**src/rtl/mck_pkg.sv**
```systemverilog
package mck_pkg;
    localparam int NUM_SRC = 4;
    localparam int SEL_W   = 2;
    localparam int PRES_W  = 3;
    localparam int MDIV_W  = 2;
    localparam int CFG_W   = SEL_W + PRES_W + MDIV_W;
    localparam int CNT_W   = 6;   // holds limit of the largest prescaler (/64)

    typedef struct packed {
        logic [MDIV_W-1:0] mdiv;
        logic [PRES_W-1:0] pres;
        logic [SEL_W-1:0]  sel;
    } mck_cfg_t;

    typedef enum logic [1:0] {
        ST_RUN    = 2'd0,
        ST_DRAIN  = 2'd1,
        ST_ALIGN  = 2'd2,
        ST_SETTLE = 2'd3
    } sw_state_t;

    // terminal count of the prescaler (divide ratio minus one)
    function automatic logic [CNT_W-1:0] pres_limit(input logic [PRES_W-1:0] code);
        logic [CNT_W:0] ratio;
        if (code == PRES_W'(7)) ratio = (CNT_W+1)'(6);
        else                    ratio = (CNT_W+1)'(1) << code;
        return CNT_W'(ratio - (CNT_W+1)'(1));
    endfunction

    // count below which the level output is high
    function automatic logic [CNT_W-1:0] pres_half(input logic [PRES_W-1:0] code);
        logic [CNT_W:0] ratio;
        if (code == PRES_W'(7)) ratio = (CNT_W+1)'(6);
        else                    ratio = (CNT_W+1)'(1) << code;
        return CNT_W'(ratio >> 1);
    endfunction
endpackage

```
**src/rtl/mck_src_mux.sv**
```systemverilog
module mck_src_mux #(
    parameter int NSRC = 4,
    parameter int SW   = 2
) (
    input  logic [NSRC-1:0] src_tick,
    input  logic [SW-1:0]   sel,
    output logic            tick
);
    logic [NSRC-1:0] hit;

    for (genvar g = 0; g < NSRC; g++) begin : g_src
        assign hit[g] = src_tick[g] && (sel == SW'(g));
    end

    assign tick = |hit;
endmodule

```
**src/rtl/mck_prescaler.sv**
```systemverilog
module mck_prescaler #(
    parameter int CW = 6
) (
    input  logic          clk,
    input  logic          rst_n,
    input  logic          tick,
    input  logic          load,
    input  logic [CW-1:0] lim,
    input  logic [CW-1:0] half,
    output logic          tc,
    output logic          pck_en,
    output logic          pck_lvl
);
    logic [CW-1:0] cnt;

    assign tc = tick && (cnt == lim);

    always_ff @(posedge clk or negedge rst_n) begin
        if (!rst_n) begin
            cnt    <= '0;
            pck_en <= 1'b0;
        end else begin
            pck_en <= tc;
            if (load)      cnt <= '0;
            else if (tick) cnt <= tc ? '0 : cnt + CW'(1);
        end
    end

    assign pck_lvl = (lim == '0) || (cnt < half);
endmodule

```
**src/rtl/mck_master_div.sv**
```systemverilog
module mck_master_div #(
    parameter int MW = 2
) (
    input  logic          clk,
    input  logic          rst_n,
    input  logic          p_tc,
    input  logic          load,
    input  logic [MW-1:0] lim,
    output logic          m_tc,
    output logic          mck_en
);
    logic [MW-1:0] cnt;

    assign m_tc = p_tc && (cnt == lim);

    always_ff @(posedge clk or negedge rst_n) begin
        if (!rst_n) begin
            cnt    <= '0;
            mck_en <= 1'b0;
        end else begin
            mck_en <= m_tc;
            if (load)      cnt <= '0;
            else if (p_tc) cnt <= m_tc ? '0 : cnt + MW'(1);
        end
    end
endmodule

```
**src/rtl/mck_switch_fsm.sv**
```systemverilog
module mck_switch_fsm
    import mck_pkg::*;
(
    input  logic clk,
    input  logic rst_n,
    input  logic wr_en,
    input  logic m_tc,
    input  logic new_tick,
    output logic load,
    output logic count_en,
    output logic ready
);
    sw_state_t st, nxt;
    logic      seen_one;

    always_ff @(posedge clk or negedge rst_n) begin
        if (!rst_n) begin
            st       <= ST_RUN;
            seen_one <= 1'b0;
        end else begin
            st <= nxt;
            if (st != ST_SETTLE) seen_one <= 1'b0;
            else if (m_tc)       seen_one <= 1'b1;
        end
    end

    always_comb begin
        nxt      = st;
        load     = 1'b0;
        count_en = 1'b1;
        ready    = 1'b0;
        unique case (st)
            ST_RUN: begin
                ready = 1'b1;
                if (wr_en) nxt = ST_DRAIN;
            end
            ST_DRAIN: begin
                if (wr_en) nxt = ST_DRAIN;
                else if (m_tc) begin
                    load = 1'b1;
                    nxt  = ST_ALIGN;
                end
            end
            ST_ALIGN: begin
                count_en = 1'b0;
                if (wr_en)         nxt = ST_DRAIN;
                else if (new_tick) nxt = ST_SETTLE;
            end
            ST_SETTLE: begin
                if (wr_en)                 nxt = ST_DRAIN;
                else if (m_tc && seen_one) nxt = ST_RUN;
            end
            default: nxt = ST_RUN;
        endcase
    end
endmodule

```
**src/rtl/mck_clk_ctrl.sv**
```systemverilog
module mck_clk_ctrl
    import mck_pkg::*;
#(
    parameter int N_SRC = NUM_SRC,
    parameter int CW    = CFG_W
) (
    input  logic             clk,
    input  logic             rst_n,
    input  logic [N_SRC-1:0] src_tick,
    input  logic             wr_en,
    input  logic [CW-1:0]    wr_data,
    input  logic             irq_en,
    output logic             pck_en,
    output logic             pck_lvl,
    output logic             mck_en,
    output logic             ready,
    output logic             irq
);
    mck_cfg_t         act_cfg, pend_cfg;
    logic             sel_tick, gated_tick;
    logic             p_tc, m_tc;
    logic             load, count_en;
    logic [CNT_W-1:0] p_lim, p_half;

    always_ff @(posedge clk or negedge rst_n) begin
        if (!rst_n) begin
            act_cfg  <= '0;
            pend_cfg <= '0;
        end else begin
            if (wr_en) pend_cfg <= mck_cfg_t'(wr_data);
            if (load)  act_cfg  <= pend_cfg;
        end
    end

    assign p_lim  = pres_limit(act_cfg.pres);
    assign p_half = pres_half(act_cfg.pres);

    mck_src_mux #(.NSRC(N_SRC), .SW(SEL_W)) u_mux (
        .src_tick (src_tick),
        .sel      (act_cfg.sel),
        .tick     (sel_tick)
    );

    assign gated_tick = sel_tick && count_en;

    mck_prescaler #(.CW(CNT_W)) u_pres (
        .clk     (clk),
        .rst_n   (rst_n),
        .tick    (gated_tick),
        .load    (load),
        .lim     (p_lim),
        .half    (p_half),
        .tc      (p_tc),
        .pck_en  (pck_en),
        .pck_lvl (pck_lvl)
    );

    mck_master_div #(.MW(MDIV_W)) u_mdiv (
        .clk    (clk),
        .rst_n  (rst_n),
        .p_tc   (p_tc),
        .load   (load),
        .lim    (act_cfg.mdiv),
        .m_tc   (m_tc),
        .mck_en (mck_en)
    );

    mck_switch_fsm u_fsm (
        .clk      (clk),
        .rst_n    (rst_n),
        .wr_en    (wr_en),
        .m_tc     (m_tc),
        .new_tick (sel_tick),
        .load     (load),
        .count_en (count_en),
        .ready    (ready)
    );

    assign irq = ready && irq_en;
endmodule

```
**config.mk**
```make
export PLATFORM = sky130hd
export DESIGN_NAME = mck_clk_ctrl
export DESIGN_NICKNAME = d
export VERILOG_FILES = /design/src/rtl/mck_pkg.sv /design/src/rtl/mck_src_mux.sv /design/src/rtl/mck_prescaler.sv /design/src/rtl/mck_master_div.sv /design/src/rtl/mck_switch_fsm.sv /design/src/rtl/mck_clk_ctrl.sv
export SDC_FILE = /design/constraint.sdc
export NUM_CORES = 1
export LEC_CHECK = 0
export BUFFER_PORTS_ARGS = -buffer_cell sky130_fd_sc_hd__buf_2
export CAP_MARGIN = 5
export CORE_MARGIN = 3
export CORE_UTILIZATION = 51
export DETAILED_ROUTE_END_ITERATION = 8
export PLACE_DENSITY = 0.74
export SLEW_MARGIN = 40
export SYNTH_ARGS = -nofsm -noshare
export SYNTH_HDL_FRONTEND = slang
export SYNTH_HIERARCHICAL = 1
export SYNTH_SLANG_ARGS = --single-unit
```
**constraint.sdc**
```tcl
create_clock -name clk -period 3.4 [get_ports clk]
set_input_delay 0.34 -clock clk [delete_from_list [all_inputs] [get_ports clk]]
set_output_delay 0.34 -clock clk [all_outputs]
set_load 0.05 [all_outputs]
```
==> results.rst, run 1 <==
.. list-table::
   :header-rows: 1

   * - Metric
     - Value
   * - Total negative slack for setup checks
     - 0 ns
   * - Number of vias in the routed layout
     - 1071
   * - Pre-CTS setup slack
     - 0.2595 ns
   * - Critical path fanouts, max
     - 13
   * - DR iter-0 viols
     - 32
   * - Number of maximum-capacitance violations
     - 0
   * - Leak pwr
     - 0.8170 nW
   * - Total wirelength of the detailed-routed design
     - 2.749 mm
   * - Final-report hold violation count
     - 3
   * - # setup viols final
     - 0
   * - Maximum buffer depth of the clock tree
     - 2
   * - Ratio of cells with drive above 1 in the final layout
     - 0.2814
   * - Number of synthesized flops with an enable pin
     - 0
   * - Worst hold-check slack
     - -0.001579 ns
   * - Remaining antenna violation count after routing
     - 0
   * - Flops & latches, synth
     - 27
   * - CTS Root Cell
     - sky130_fd_sc_hd__clkbuf_4
   * - Critical path's slowest cell
     - sky130_fd_sc_hd__dfrtp_2
   * - Worst slew margin
     - 0.6126
   * - Critical path, cell by cell
     - or3_1 -> ha_1 -> xor2_1 -> xor2_1 -> nor4_4 -> and3_1 -> nand2_1 -> nor3_2 -> buf_4 -> o2111ai_1 -> xor2_1 -> nor3_1
   * - Clock insertion delay at the later pin of the skew report
     - 0.32 ns
   * - Class of the worst hold path
     - in -> async
   * - Standard-cell rows
     - 19
   * - Number of top-level pins
     - 20
   * - CP most frequent cell
     - sky130_fd_sc_hd__xor2_1
   * - Aggregate global routing overflow
     - 0
   * - Clock transition at the register clock pins on the worst setup and hold paths after CTS
     - 0.14 ns
   * - Number of port buffers
     - 19
   * - Register area share after synthesis
     - 0.4327
   * - Number of distinct library cell variants in the gate-level netlist after synthesis
     - 39
   * - Half-perimeter wire length of the detailed placement result
     - 2.158 mm
   * - Area of the mapped netlist
     - roughly 1600 µm²
   * - RSZ-0062 raised after global routing
     - false
   * - Synthesized Nets
     - between 150 and 200
   * - Number of clock sinks
     - 27
   * - Maximum clock rate
     - 319.4 MHz
   * - Violated checks
     - negative hold slack
   * - Cells after synthesis
     - 148
   * - Filler cell count
     - ~240
   * - Highest ir drop seen on vdd
     - about 430 µV
   * - Initial cell density of the core
     - 0.5520
   * - Area of the die
     - 3762 µm²
   * - Critical path capture point type
     - register
   * - Critical setup path kind
     - reg -> reg
   * - Power Total
     - around 1.5 mW
   * - Chip width
     - 61.34 µm
   * - Worst slew pin tran
     - 0.5812 ns
   * - Pin count of the biggest net entering global routing
     - 28
   * - Outcome
     - finished with violations
   * - Global-route wire length before repair
     - 4.609 mm
   * - Mean post-synth cell area
     - 10.55 µm²
   * - Number of remaining DRC errors
     - 0
   * - Yosys warning total
     - 6
   * - Mean routed wirelength per cell
     - 13.88 µm
   * - Level count of the clock H-tree
     - 1
   * - Global placement routability congestion
     - 0.8344
   * - Post-layout worst setup margin
     - ~0.27 ns
   * - Power per cell area
     - 854.3 nW/µm²
   * - Arrival time reported for the critical path endpoint
     - 3.38 ns
   * - Area growth syn-to-layout
     - 9.615%
   * - Largest stage delay on the critical path
     - 0.50 ns
   * - Endpoint required time on the critical path
     - 3.65 ns
   * - Vertical die dimension
     - 61.34 µm
   * - Hold-fix buffers at CTS
     - 0
   * - Standard cell area after detailed placement
     - 1682 µm²
   * - Global-route usage over all layers
     - 0.1644
   * - Num CTS Buffers
     - 3
   * - Number of vias per cell after detailed routing
     - around 5.4
   * - Asr flop ratio synth
     - 1.000
   * - Top FF cell, synth
     - sky130_fd_sc_hd__dfrtp_1
   * - Kind of launch point of the worst setup path
     - register
   * - Post-route clock period utilization
     - 0.9209
   * - First-pass detailed-route iteration total
     - 4
   * - Clock tree from TritonCTS
     - built
   * - Clock skew
     - 0.004470 ns
   * - Initial antenna violation count
     - 0
   * - Number of nets in the final layout
     - 190
   * - Via count of the first global-routing pass
     - 997
   * - Final Critical Period
     - approximately 3.1 ns
   * - Area of the core
     - 2829 µm²
   * - Final-report max-slew violation count
     - 0
   * - Final antenna diode count
     - 0
   * - Final standard cell area without fillers
     - 1712 µm²
-- metal layers --
layer  track usage  routed length (µm)
met3       0.04193                  95
met5             0                   0
met4      0.009091                   0
met1        0.2340                1348
met2        0.2689                1305
-- registers in the layout (all words and copies together) (netlist names) --
name and count:
act_cfg 7, pend_cfg 7, u_pres/cnt 6, u_fsm/st 2
u_mdiv/cnt 2, u_fsm/seen_one 1, u_mdiv/mck_en 1, u_pres/pck_en 1
-- layout by cell type, fill, tap and decap left out, types with 3 or more instances in the layout --
| cell | synthesis | layout |
|---|---|---|
| sky130_fd_sc_hd__and2_1 | 5 | 5 |
| sky130_fd_sc_hd__o21ai_0 | 3 | 3 |
| sky130_fd_sc_hd__mux2_2 | 14 | 14 |
| sky130_fd_sc_hd__inv_1 | 12 | 12 |
| sky130_fd_sc_hd__buf_4 | 0 | 3 |
| sky130_fd_sc_hd__xnor2_1 | 7 | 7 |
| sky130_fd_sc_hd__clkbuf_4 | 0 | 3 |
| sky130_fd_sc_hd__a21oi_1 | 3 | 3 |
| sky130_fd_sc_hd__xor2_1 | 8 | 8 |
| sky130_fd_sc_hd__nand2_1 | 9 | 9 |
| sky130_fd_sc_hd__nor2_1 | 10 | 10 |
| sky130_fd_sc_hd__ha_1 | 7 | 7 |
| sky130_fd_sc_hd__dfrtp_1 | 27 | 25 |
| sky130_fd_sc_hd__nor3_1 | 5 | 4 |
| sky130_fd_sc_hd__buf_2 | 5 | 19 |
| sky130_fd_sc_hd__nor3b_1 | 3 | 3 |
-- timing repair --
action,4_1_cts,5_1_grt
hold endpoints to repair,0,0
resized for setup,0,2
setup endpoints to repair,0,1
setup buffers,0,0
-- Yosys cell counts, types with 2 or more instances --
| cell | n | share of area |
|---|---|---|
| sky130_fd_sc_hd__dfrtp_1 | 27 | 0.43 |
| sky130_fd_sc_hd__mux2_2 | 14 | 0.10 |
| sky130_fd_sc_hd__inv_1 | 12 | 0.029 |
| sky130_fd_sc_hd__nor2_1 | 10 | 0.024 |
| sky130_fd_sc_hd__nand2_1 | 9 | 0.022 |
| sky130_fd_sc_hd__xor2_1 | 8 | 0.045 |
| sky130_fd_sc_hd__ha_1 | 7 | 0.056 |
| sky130_fd_sc_hd__xnor2_1 | 7 | 0.039 |
| sky130_fd_sc_hd__and2_1 | 5 | 0.020 |
| sky130_fd_sc_hd__buf_2 | 5 | 0.016 |
| sky130_fd_sc_hd__nor3_1 | 5 | 0.016 |
| sky130_fd_sc_hd__a21oi_1 | 3 | 0.0096 |
| sky130_fd_sc_hd__nor3b_1 | 3 | 0.014 |
| sky130_fd_sc_hd__o21ai_0 | 3 | 0.0096 |
| sky130_fd_sc_hd__a21o_1 | 2 | 0.0096 |
| sky130_fd_sc_hd__a31oi_1 | 2 | 0.0080 |
| sky130_fd_sc_hd__and3b_1 | 2 | 0.011 |
| sky130_fd_sc_hd__nand2b_1 | 2 | 0.0080 |
| sky130_fd_sc_hd__o2111ai_1 | 2 | 0.011 |
-- through the flow --
stage	utilization	hold slack (ns)	std cells
2_1_floorplan	-	0.04441	148
3_3_place_gp	0.5944	0.3698	194
3_5_place_dp	0.5944	0.3696	194
4_1_cts	0.6042	0.01055	198
5_1_grt	0.6050	0.01811	198
6_report	0.6050	-0.001579	198
-- worst max-delay path: cells and delay by family (launching register included) --
kind	cells	cell delay, ns
AO/OA/AOI/OAI	1	0.15
XOR/XNOR	3	0.53
adder cells (fa/ha/maj)	1	0.23
buffers and inverters	1	0.22
flip-flops	1	0.50
AND/OR/NAND/NOR	6	1.42
-- layout make-up --
class                      instances  area [µm²]  share of cell area
multi-input combinational        102       804.5              0.4700
sequential                        27       678.2              0.3962
timing repair buffer              22       117.6             0.06871
inverter                          12       45.04             0.02632
tap                               31       38.79             0.02266
clock buffer                       3       22.52             0.01316
clock inverter                     1       5.005            0.002924
-- logic make-up after synthesis --
logic type,share of synthesized area
mux,0.1154
xor+xnor,0.08414
compound gates,0.09055
fa+ha+maj,0.05609
buf+inv,0.05528
flops,0.4327
simple gates,0.1659
-- power breakdown --
part	internal, mW	switching [mW]
clock	0.0441	0.0898
sequential	0.419	0.131
combinational	0.340	0.438
-- worst paths after layout --
check | to | slack [ns] | depth (start not counted) | startpoint
max in group asynchronous | act_cfg[3] | 2.99 | 1 | rst_n
setup reg to reg | u_pres/cnt[4] | 0.27 | 12 | act_cfg[3]
min in group clk | pend_cfg[0] | 0.24 | 2 | wr_data[0]
hold reg to reg | pend_cfg[4] | 0.52 | 1 | pend_cfg[4]
setup / recovery | u_pres/cnt[4] | 0.27 | 12 | act_cfg[3]
hold / removal | u_pres/cnt[3] | -0.002 | 1 | rst_n
No activity file was read; power rests on OpenSTA's default activity.
==> run 2: changes to the inputs <==
--- a/config.mk
+++ b/config.mk
@@ -7,7 +7,6 @@
 export LEC_CHECK = 0
 export BUFFER_PORTS_ARGS = -buffer_cell sky130_fd_sc_hd__buf_2
 export CAP_MARGIN = 5
-export CORE_MARGIN = 3
 export CORE_UTILIZATION = 51
 export DETAILED_ROUTE_END_ITERATION = 8
 export PLACE_DENSITY = 0.74
==> results.rst, run 2 (same netlist as run 1, synthesis figures left out) <==
.. list-table::
   :header-rows: 1

   * - Metric
     - Value
   * - Number of nets in the final layout
     - 191 (+0.53%)
   * - Post-route clock period utilization
     - 0.9192 (-0.001682)
   * - Critical path capture point type
     - register
   * - Global-route usage over all layers
     - 0.1933 (+0.02887)
   * - Post-CTS resize count
     - 0 (unchanged)
   * - Mean routed wirelength per cell
     - 13.97 µm (+0.66%)
   * - Total negative slack for setup checks
     - 0 ns (unchanged)
   * - Area growth syn-to-layout
     - 9.856%
   * - Number of remaining DRC errors
     - 0 (unchanged)
   * - Half-perimeter wire length of the detailed placement result
     - 2.184 mm (+1.2%)
   * - Largest registers
     - act_cfg (7), pend_cfg (7), u_pres/cnt (6)
   * - Critical path fanouts, max
     - 13 (unchanged)
   * - CTS Root Cell
     - sky130_fd_sc_hd__clkbuf_4
   * - # setup viols final
     - 0 (unchanged)
   * - Number of maximum-capacitance violations
     - 0 (unchanged)
   * - Ratio of cells with drive above 1 in the final layout
     - 0.2679 (-0.01358)
   * - Outcome
     - finished with violations
   * - Top library cells by usage in the layout, fill and taps aside
     - sky130_fd_sc_hd__dfrtp_1, sky130_fd_sc_hd__buf_2, sky130_fd_sc_hd__mux2_2
   * - Highest ir drop seen on vdd
     - 482.5 µV (+12%)
   * - Vertical die dimension
     - 57.34 µm (-6.5%)
   * - Maximum clock rate
     - 320.0 MHz (+0.18%)
   * - Endpoint required time on the critical path
     - 3.65 ns (about the same)
   * - Clock skew
     - 0.003167 ns (-0.001304 ns)
   * - Fraction of power spent switching nets
     - 0.4485 (-0.002366)
   * - Critical setup path kind
     - reg -> reg
   * - Number of port buffers
     - 19 (unchanged)
   * - Leak pwr
     - 0.8221 nW (+0.62%)
   * - Hold-fix buffers at CTS
     - 0 (unchanged)
   * - Number of buffer and inverter instances along the worst setup path
     - 1 (unchanged)
   * - DR iter-0 viols
     - 27 (-16%)
   * - Pin count of the biggest net entering global routing
     - 28 (unchanged)
   * - Filler cell count
     - 246 (+3.4%)
   * - Initial antenna violation count
     - 0 (unchanged)
   * - Standard-cell rows
     - 19 (unchanged)
   * - Power per cell area
     - 856.4 nW/µm² (+0.26%)
   * - Number of clock sinks
     - 27 (unchanged)
   * - Combinational power share
     - 0.542 (+0.010)
   * - Num CTS Buffers
     - 3 (unchanged)
   * - Level count of the clock H-tree
     - 1 (unchanged)
   * - Critical path, cell by cell
     - or3_1 -> ha_1 -> xor2_1 -> xor2_1 -> nor4_4 -> and3_1 -> nand2_1 -> nor3_2 -> buf_4 -> o2111ai_1 -> xor2_1 -> nor3_1
   * - Area of the die
     - 3287 µm² (-13%)
   * - Area of the core
     - 2829 µm² (unchanged)
   * - Number of vias per cell after detailed routing
     - 5.663 (+4.7%)
   * - RSZ-0062 raised after global routing
     - false
   * - Clock transition at the register clock pins on the worst setup and hold paths after CTS
     - 0.13 ns (about the same)
   * - Clock tree from TritonCTS
     - built
   * - Worst-case register-to-register setup slack
     - 0.27 ns (about the same)
   * - Cell-internal power
     - 810.3 µW (+0.91%)
   * - Maximum buffer depth of the clock tree
     - 2 (unchanged)
   * - Kind of launch point of the worst setup path
     - register
   * - First-pass detailed-route iteration total
     - 4 (unchanged)
   * - Flop pwr share
     - 0.367 (-0.009)
   * - Commonest non-fill, non-tap cell in the layout
     - sky130_fd_sc_hd__dfrtp_1
   * - FF-to-FF path depth
     - 12 (unchanged)
   * - Delay-heaviest family, CP
     - simple AND/OR/NAND/NOR gates
   * - Aggregate global routing overflow
     - 0 (unchanged)
   * - Final-report max-slew violation count
     - 0 (unchanged)
   * - Worst slew pin tran
     - 0.5717 ns (-0.009492 ns)
   * - Global-route wire length before repair
     - 4.781 mm (+3.7%)
   * - CP most frequent cell
     - sky130_fd_sc_hd__xor2_1
   * - Worst hold-check slack
     - -0.008286 ns (-0.006707 ns)
   * - Worst reg2reg endpoint
     - u_pres/cnt[4]
   * - Final-report hold violation count
     - 13 (+10)
   * - Global placement routability congestion
     - 0.8229 (-1.4%)
   * - Class of the worst hold path
     - in -> async
   * - Total wirelength of the detailed-routed design
     - 2.781 mm (+1.2%)
   * - Remaining antenna violation count after routing
     - 0 (unchanged)
   * - Setup bufs post-CTS
     - 0 (unchanged)
   * - Violated checks
     - negative hold slack
   * - End-of-flow core utilization
     - 0.6064 (+0.001327)
   * - Number of top-level pins
     - 20 (unchanged)
   * - Initial cell density of the core
     - 0.5520 (unchanged)
   * - Worst slew margin
     - 0.6189 (+0.006328)
   * - Switching power
     - 658.9 µW (about the same)
   * - Critical path's slowest cell
     - sky130_fd_sc_hd__dfrtp_1
   * - Chip width
     - 57.34 µm (-6.5%)
   * - Via count of the first global-routing pass
     - 1099 (+10%)
   * - Arrival time reported for the critical path endpoint
     - 3.38 ns (about the same)
   * - Launching point of the worst reg2reg path
     - act_cfg[2]
   * - Final antenna diode count
     - 0 (unchanged)
   * - Clock insertion delay at the later pin of the skew report
     - 0.32 ns (about the same)
   * - Final Critical Period
     - 3.125 ns (-0.005720 ns)
   * - Clock network fraction of design power
     - 0.091 (about the same)
   * - Largest stage delay on the critical path
     - 0.49 ns (about the same)
   * - Number of vias in the routed layout
     - 1127 (+5.2%)
-- run 2: cell types whose count changed in the layout (fill, tap and decap cells not counted), sizes merged --
cell    previous run  this run
clkbuf             3         4
buf               22        23
clkinv             1         0
-- run 2: through the flow --
step	cell area (µm²)	std cells	total power, mW	hold WS [ns]	worst slack [ns]
CTS	1715	199	1.483	0.009979	0.2486
global route	1715	199	1.590	0.02760	0.03235
finish	1715	199	1.469	-0.008286	0.2746
detailed placement	1689	195	1.345	0.3758	0.2841
global placement	1689	195	1.304	0.3650	0.4000
floorplan	1567	148	1.187	0.04441	0.1029
-- run 2: worst max path at each step --
stage | startpoint | endpoint | slack [ns] | cells past startpoint
floorplan | act_cfg[3] | u_pres/cnt[4] | 0.10 | 13
global placement | act_cfg[2] | u_pres/cnt[4] | 0.40 | 12
detailed placement | act_cfg[2] | u_pres/cnt[4] | 0.28 | 12
CTS | act_cfg[2] | u_pres/cnt[4] | 0.25 | 12
global route | act_cfg[2] | u_pres/cnt[4] | 0.03 | 12
finish | act_cfg[2] | u_pres/cnt[4] | 0.27 | 12
-- run 2: cell type report --
class	instances	area (µm²)	share of cell area
repair buffers	23	125.1	0.07294
well taps	31	38.79	0.02261
multi-input cells	102	804.5	0.4690
inverters	12	45.04	0.02626
clock buffers	4	26.28	0.01532
flip-flops and latches	27	675.6	0.3939
-- run 2: power by group through the flow --
stage	clock, mW	combinational, mW	sequential (mW)
final	0.134	0.797	0.539
after global routing	0.150	0.879	0.560
after CTS	0.141	0.802	0.540
after detailed placement	0	0.798	0.548
after global placement	0	0.766	0.538
after floorplan	0	0.668	0.519
-- run 2: per-layer routing --
metal  routed length [µm]  vias to the layer above  track usage
li1                     -                      544            -
met4                   26                        0      0.05575
met5                    0                        -            0
met2                 1441                       27       0.3277
met3                  130                        4      0.05442
met1                 1183                      552       0.2425
-- run 2: worst reg2reg max path, stage by stage (launching register included) --
cell	delay (ns)
sky130_fd_sc_hd__dfrtp_1	0.49
sky130_fd_sc_hd__or3_1	0.44
sky130_fd_sc_hd__ha_1	0.23
sky130_fd_sc_hd__xor2_1	0.18
sky130_fd_sc_hd__xor2_1	0.20
sky130_fd_sc_hd__nor4_4	0.31
sky130_fd_sc_hd__and3_1	0.25
sky130_fd_sc_hd__nand2_1	0.11
sky130_fd_sc_hd__nor3_2	0.18
sky130_fd_sc_hd__buf_4	0.22
sky130_fd_sc_hd__o2111ai_1	0.16
sky130_fd_sc_hd__xor2_1	0.16
sky130_fd_sc_hd__nor3_1	0.13
